<file path="config.mk">
export PLATFORM = sky130hd
export DESIGN_NAME = trs_encoder
export DESIGN_NICKNAME = d
export VERILOG_FILES = /design/src/rtl/trs_pkg.sv /design/src/rtl/trs_task_sel.sv /design/src/rtl/trs_xy_build.sv /design/src/rtl/trs_seq.sv /design/src/rtl/trs_encoder.sv
export SDC_FILE = /design/constraint.sdc
export NUM_CORES = 1
export LEC_CHECK = 0
export ABC_AREA = 1
export BUFFER_PORTS_ARGS = -buffer_cell sky130_fd_sc_hd__buf_2
export CAP_MARGIN = 20
export CORE_MARGIN = 2
export CORE_UTILIZATION = 45
export DETAILED_ROUTE_END_ITERATION = 6
export GPL_ROUTABILITY_DRIVEN = 0
export PLACE_DENSITY = 0.69
export SLEW_MARGIN = 15
export SYNTH_ARGS = -nofsm -noshare
export SYNTH_HDL_FRONTEND = slang
export SYNTH_HIERARCHICAL = 1
export SYNTH_SLANG_ARGS = --single-unit
</file>
<file path="constraint.sdc">
create_clock -name clk_i -period 1.8 [get_ports clk_i]
set_input_delay 0.18 -clock clk_i [delete_from_list [all_inputs] [get_ports clk_i]]
set_output_delay 0.18 -clock clk_i [all_outputs]
set_load 0.1 [all_outputs]
</file>
<file path="src/rtl/trs_pkg.sv">
package trs_pkg;
  typedef enum logic [1:0] {
    MODE_BT656 = 2'd0,
    MODE_VIP11 = 2'd1,
    MODE_VIP20 = 2'd2,
    MODE_SPARE = 2'd3
  } trs_mode_e;

  typedef struct packed {
    logic task_b;
    logic f;
    logic v;
    logic h;
  } trs_flags_t;

  localparam int unsigned XY_W = 8;
  localparam int unsigned CODE_LEN = 4;
endpackage

</file>
<file path="src/rtl/trs_task_sel.sv">
module trs_task_sel
  import trs_pkg::*;
(
  input  trs_mode_e mode_i,
  input  logic      vbi_en_i,
  input  logic      task_cfg_i,
  input  logic      vbi_line_i,
  output logic      task_o
);
  logic vbi_flag;
  assign vbi_flag = vbi_en_i & vbi_line_i;

  always_comb begin
    unique case (mode_i)
      MODE_VIP11: task_o = ~vbi_line_i;                // enable bit ignored
      MODE_VIP20: task_o = task_cfg_i ^ vbi_flag;      // inverted on VBI lines
      default:    task_o = ~vbi_flag;                  // BT.656 and spare
    endcase
  end
endmodule

</file>
<file path="src/rtl/trs_xy_build.sv">
module trs_xy_build
  import trs_pkg::*;
(
  input  trs_flags_t      flags_i,
  output logic [XY_W-1:0] xy_o
);
  logic [3:0] prot;
  always_comb begin
    prot[3] = flags_i.v ^ flags_i.h;
    prot[2] = flags_i.f ^ flags_i.h;
    prot[1] = flags_i.f ^ flags_i.v;
    prot[0] = flags_i.f ^ flags_i.v ^ flags_i.h;
    xy_o    = {flags_i.task_b, flags_i.f, flags_i.v, flags_i.h, prot};
  end
endmodule

</file>
<file path="src/rtl/trs_seq.sv">
module trs_seq
  import trs_pkg::*;
#(
  parameter int unsigned WORD_W = 8
) (
  input  logic              clk_i,
  input  logic              rst_ni,
  input  logic              req_i,
  input  logic [XY_W-1:0]   xy_i,
  output logic              valid_o,
  output logic [WORD_W-1:0] data_o
);
  localparam int unsigned PAD_W = WORD_W - XY_W;
  localparam int unsigned CNT_W = $clog2(CODE_LEN);
  localparam logic [CNT_W-1:0] LAST = CNT_W'(CODE_LEN - 1);

  logic             busy_q;
  logic [CNT_W-1:0] cnt_q;
  logic [XY_W-1:0]  xy_q;
  logic             accept;

  assign accept = req_i & ~busy_q;

  always_ff @(posedge clk_i or negedge rst_ni) begin
    if (!rst_ni) begin
      busy_q <= 1'b0;
      cnt_q  <= '0;
      xy_q   <= '0;
    end else if (accept) begin
      busy_q <= 1'b1;
      cnt_q  <= '0;
      xy_q   <= xy_i;
    end else if (busy_q) begin
      cnt_q  <= cnt_q + 1'b1;
      if (cnt_q == LAST) busy_q <= 1'b0;
    end
  end

  always_comb begin
    data_o = '0;
    if (busy_q) begin
      if (cnt_q == '0)       data_o = '1;
      else if (cnt_q == LAST) data_o = WORD_W'(xy_q) << PAD_W;
    end
  end

  assign valid_o = busy_q;

  assert_first_word_R2: assert property (@(posedge clk_i) disable iff (!rst_ni)
    $rose(valid_o) |-> data_o == '1);

  assert_second_word_R2: assert property (@(posedge clk_i) disable iff (!rst_ni)
    (valid_o && cnt_q == '0) |=> (valid_o && data_o == '0));

  assert_gap_after_code_R5: assert property (@(posedge clk_i) disable iff (!rst_ni)
    (valid_o && cnt_q == LAST) |=> !valid_o);

  assert_protection_bits_R3: assert property (@(posedge clk_i) disable iff (!rst_ni)
    (valid_o && cnt_q == LAST) |->
      (data_o[WORD_W-5] == (data_o[WORD_W-3] ^ data_o[WORD_W-4]) &&
       data_o[WORD_W-6] == (data_o[WORD_W-2] ^ data_o[WORD_W-4]) &&
       data_o[WORD_W-7] == (data_o[WORD_W-2] ^ data_o[WORD_W-3]) &&
       data_o[WORD_W-8] == (data_o[WORD_W-2] ^ data_o[WORD_W-3] ^ data_o[WORD_W-4])));

  assert_idle_quiet_R10: assert property (@(posedge clk_i) disable iff (!rst_ni)
    !valid_o |-> data_o == '0);
endmodule

</file>
<file path="src/rtl/trs_encoder.sv">
module trs_encoder
  import trs_pkg::*;
#(
  parameter int unsigned WORD_W = 8
) (
  input  logic              clk_i,
  input  logic              rst_ni,
  input  logic [1:0]        mode_i,
  input  logic              vbi_en_i,
  input  logic              task_cfg_i,
  input  logic              field_i,
  input  logic              vblank_i,
  input  logic              vbi_line_i,
  input  logic              req_i,
  input  logic              eav_i,
  output logic              valid_o,
  output logic [WORD_W-1:0] data_o
);
  trs_flags_t      flags;
  logic            task_b;
  logic [XY_W-1:0] xy;

  trs_task_sel u_task (
    .mode_i    (trs_mode_e'(mode_i)),
    .vbi_en_i  (vbi_en_i),
    .task_cfg_i(task_cfg_i),
    .vbi_line_i(vbi_line_i),
    .task_o    (task_b)
  );

  assign flags = '{task_b: task_b, f: field_i, v: vblank_i, h: eav_i};

  trs_xy_build u_xy (
    .flags_i(flags),
    .xy_o   (xy)
  );

  trs_seq #(.WORD_W(WORD_W)) u_seq (
    .clk_i  (clk_i),
    .rst_ni (rst_ni),
    .req_i  (req_i),
    .xy_i   (xy),
    .valid_o(valid_o),
    .data_o (data_o)
  );

  // VIP 1.1: a VBI line never carries TASK = 1 into a started code
  assert_vip11_task_R8: assert property (@(posedge clk_i) disable iff (!rst_ni)
    (req_i && !valid_o && mode_i == 2'd1) |-> xy[XY_W-1] == !vbi_line_i);
endmodule

</file>
==> results.md <==
- The number of buffer cells added on primary ports is 19.
- In the layout the commonest cells are 31 x sky130_fd_sc_hd__nand2_1, 20 x sky130_fd_sc_hd__nand3_1, 11 x sky130_fd_sc_hd__buf_2.
- The detailed-routing iteration count for the pre-antenna-repair pass is 4.
- The total grt overflow is 0.
- The total area inside the core boundary comes to 1490 um^2.
- CTS saw 11 sinks.
- Adding up every negative setup slack in the final design gives 0 ns.
- The detailed-route wire length per cell is 9.63 um.
- The startpoint identified for the worst hold timing path is vblank_i.
- The number of placed instances, taps included, is 128.
- The initial detailed-routing violation count is 18.
- The flow ran to the end, and the final reports show no timing, DRC or antenna violations.
- Yosys printed 6 warnings.
- The floorplan step set the die width to roughly 44 um.
- The count of pins over their slew limit is 0.
- After detailed routing, the number of remaining DRC violations is 0.
- Of the cells placed in the final design, the portion with a size suffix greater than 1 is 29.9%.
- The hold violation total from the final report came to 0.
- Leaving out filler cells and counting taps, the final layout contains 133.
- Entering global routing, the biggest net connects 15 pins.
- The routed layout has 650 vias.
- After synthesis, flip-flops and latches occupy 38.5% of the total area.
- In the finished design, the share of the clock period the worst path needs comes to 93.2%.
- Leaving out fill and tap cells, the most frequent cell in the layout is sky130_fd_sc_hd__nand2_1.
- Clock tree synthesis selected as its root buffer the cell sky130_fd_sc_hd__clkbuf_4.
- Post-CTS timing repair inserted 0 buffers for setup.
- After synthesis, the netlist uses 13 different library cells.
- The minimum clock period is 1.68 ns.
- For the pin with the worst max-slew slack, the measured transition is a little under 0.5 ns.
- Static timing analysis puts the maximum clock frequency at 0.596 GHz.
- The depth of the most critical reg-to-reg path is 4.
- Summing the areas of all fa, ha and maj instances in the mapped netlist gives 7.01% of the synthesized area.
- The cell count after synthesis came out at 100.
- TritonCTS built the clock tree.
- The global-route met2 utilization is between 20 and 25%.
- By area, the combinational part of the netlist is dominated by simple AND/OR/NAND/NOR gates.
- Setup repair after global routing left no endpoint under its margin.
- STA classifies the critical path endpoint as a primary output.
- Compared with the post-synthesis result, the final layout area differs by 34.0%.
- The chip height is 43.8 um.
- Multiplexer cells account for 0% of the synthesized area.
- The synthesized-area fraction occupied by and/or/nand/nor cells is about 37%.
- Synthesis inferred 11 register bits.
- Global routing consumed, on the met3 layer, 1.25% of the routing resources.
- Summing the areas of all xor and xnor instances in the mapped netlist gives 2.45% of the synthesized area.
- The number of cell rows is 14.
- The number of clock buffers inserted by TritonCTS is 3.
- The synthesized area is 714 um^2.
- The reg-to-reg critical path startpoint is u_seq/valid_o.
- The arrival time reported for the critical path endpoint is ~1.5 ns.
- The layer carrying the most global-route usage is met2.
- The global-route usage over all layers is 15.3%.
- The number of global-route vias before repair was 548.
- The residual antenna-violating net count after detailed routing is 0.
- The post-detailed-routing wire length is around 1300 um.
- In this run the worst hold path is classified as input pin to flop.
- Counting along the longest clock path gives a buffer depth of 2.
- In this run the worst path has a maximum fanout of 8.
- The initial antenna violation count came to 0.
- The setup-violating endpoint count in the final report is 0.
- The repair_antennas step left the layout with diodes totalling 0.
- Data on the critical path is required at its endpoint by 1.62 ns.
- The HPWL after detailed placement is between 1000 and 1500 um.
- CTS built an H-tree with a depth of 1.
- Dividing the synthesized area by the synthesized cell count gives slightly above 7 um^2.
- The number of I/O pins is 20.
- The source-to-sink clock delay at the later pin of the worst-skew pair is 0.27 ns.
- The synthesized netlist net count is approximately 120.
- The worst hold path depth is 3.
- For this run, global-route usage on met1 was measured as between 10% and 20%.
- Clock-pin slew was measured on the worst setup and hold paths at 0.07 ns.
- The initial standard-cell utilization of the core is 48.0%.
- The class of the most critical setup path is flop to primary output.
- The first global-routing pass estimated 2160 um of wire.
- The synthesized netlist devotes 2.10% of its cell area to compound gates.
- The via count normalized by instance count is approximately 4.9.
- The startpoint type of the worst setup path is a flop.
- The tool flagged a number of max-cap violations equal to 0.
- Headroom to the max-slew limit came out at 68.0%.
- The clock arrives with just over 0.004 ns of skew.
- The die area is 1920 um^2.
- The number of nets in the layout is 133.
- The critical path starts at u_seq/cnt_q[0].
[layout make-up]
cell class	count	area (um^2)
repair buffers	20	225
multi-input cells	71	368
flip-flops and latches	11	277
fillers	134	532
well taps	16	20.0
inverters	11	41.3
clock buffers	4	26.3
[synthesized netlist by cell type]
library cell / number / area share (%)
sky130_fd_sc_hd__a21oi_1: 2 / 1.4
sky130_fd_sc_hd__nand3_1: 20 / 14
sky130_fd_sc_hd__nor2_1: 2 / 1.1
sky130_fd_sc_hd__dfrtp_1: 11 / 39
sky130_fd_sc_hd__o21ai_0: 1 / 0.70
sky130_fd_sc_hd__inv_1: 8 / 4.2
sky130_fd_sc_hd__ha_1: 4 / 7.0
sky130_fd_sc_hd__buf_2: 1 / 0.70
sky130_fd_sc_hd__inv_2: 3 / 1.6
sky130_fd_sc_hd__xor2_1: 2 / 2.5
sky130_fd_sc_hd__buf_4: 6 / 6.3
sky130_fd_sc_hd__nand2_4: 1 / 1.6
sky130_fd_sc_hd__nand2_1: 39 / 20
[metrics by stage]
stage          util [%]  hold WS, ns  cell area, um^2  worst slack (ns)
6_report           64.3        0.202              957             0.123
5_1_grt            64.3        0.209              957           0.00824
4_1_cts            64.3        0.197              957             0.104
3_5_place_dp       61.8       0.0558              921             0.407
3_3_place_gp       61.8       0.0574              921             0.445
2_1_floorplan         -       -0.116              736            0.0731
[flip-flops by register name, indices dropped and copies added (netlist names)]
register,cells
u_seq/cnt_q,2
u_seq/valid_o,1
u_seq/xy_q,8
[final timing paths]
| kind | end | slack (ns) |
|---|---|---|
| worst max-delay path | data_o[6] | 0.12 |
| max in group asynchronous | u_seq/valid_o | 1.29 |
| min in group asynchronous | u_seq/cnt_q[1] | 0.30 |
| worst max register to register | u_seq/xy_q[4] | 0.76 |
| worst min register to register | u_seq/xy_q[3] | 0.48 |
| worst min-delay path | u_seq/xy_q[5] | 0.20 |
[logic make-up (layout without fill, tap and decap cells)]
kind of cell	after synthesis	count (layout)
AO/OA/AOI/OAI	3	3
flip-flops	11	11
adder cells (fa/ha/maj)	4	4
XOR/XNOR	2	2
AND/OR/NAND/NOR	62	62
buffers and inverters	18	35
[metal layers]
| layer | up-vias | wire length, um |
|---|---|---|
| met2 | 23 | 614 |
| met1 | 279 | 588 |
| met4 | 0 | 14 |
| met3 | 2 | 64 |
| li1 | 346 | - |
| met5 | - | 0 |
[worst max-delay path, stage by stage (launching register included)]
cell                      delay, ns
sky130_fd_sc_hd__dfrtp_1       0.37
sky130_fd_sc_hd__inv_1         0.07
sky130_fd_sc_hd__ha_1          0.20
sky130_fd_sc_hd__nand2_1       0.29
sky130_fd_sc_hd__nand2_2       0.12
sky130_fd_sc_hd__buf_12        0.18
[repair_timing]
item                                   CTS  global route
endpoints found under the hold margin   11             0
gates resized for setup                  0             0
hold buffers                             1             0
Power is left out: the tool's default activity adds up to more than one toggle a clock period on the data nets, which glitch-free logic cannot reach.
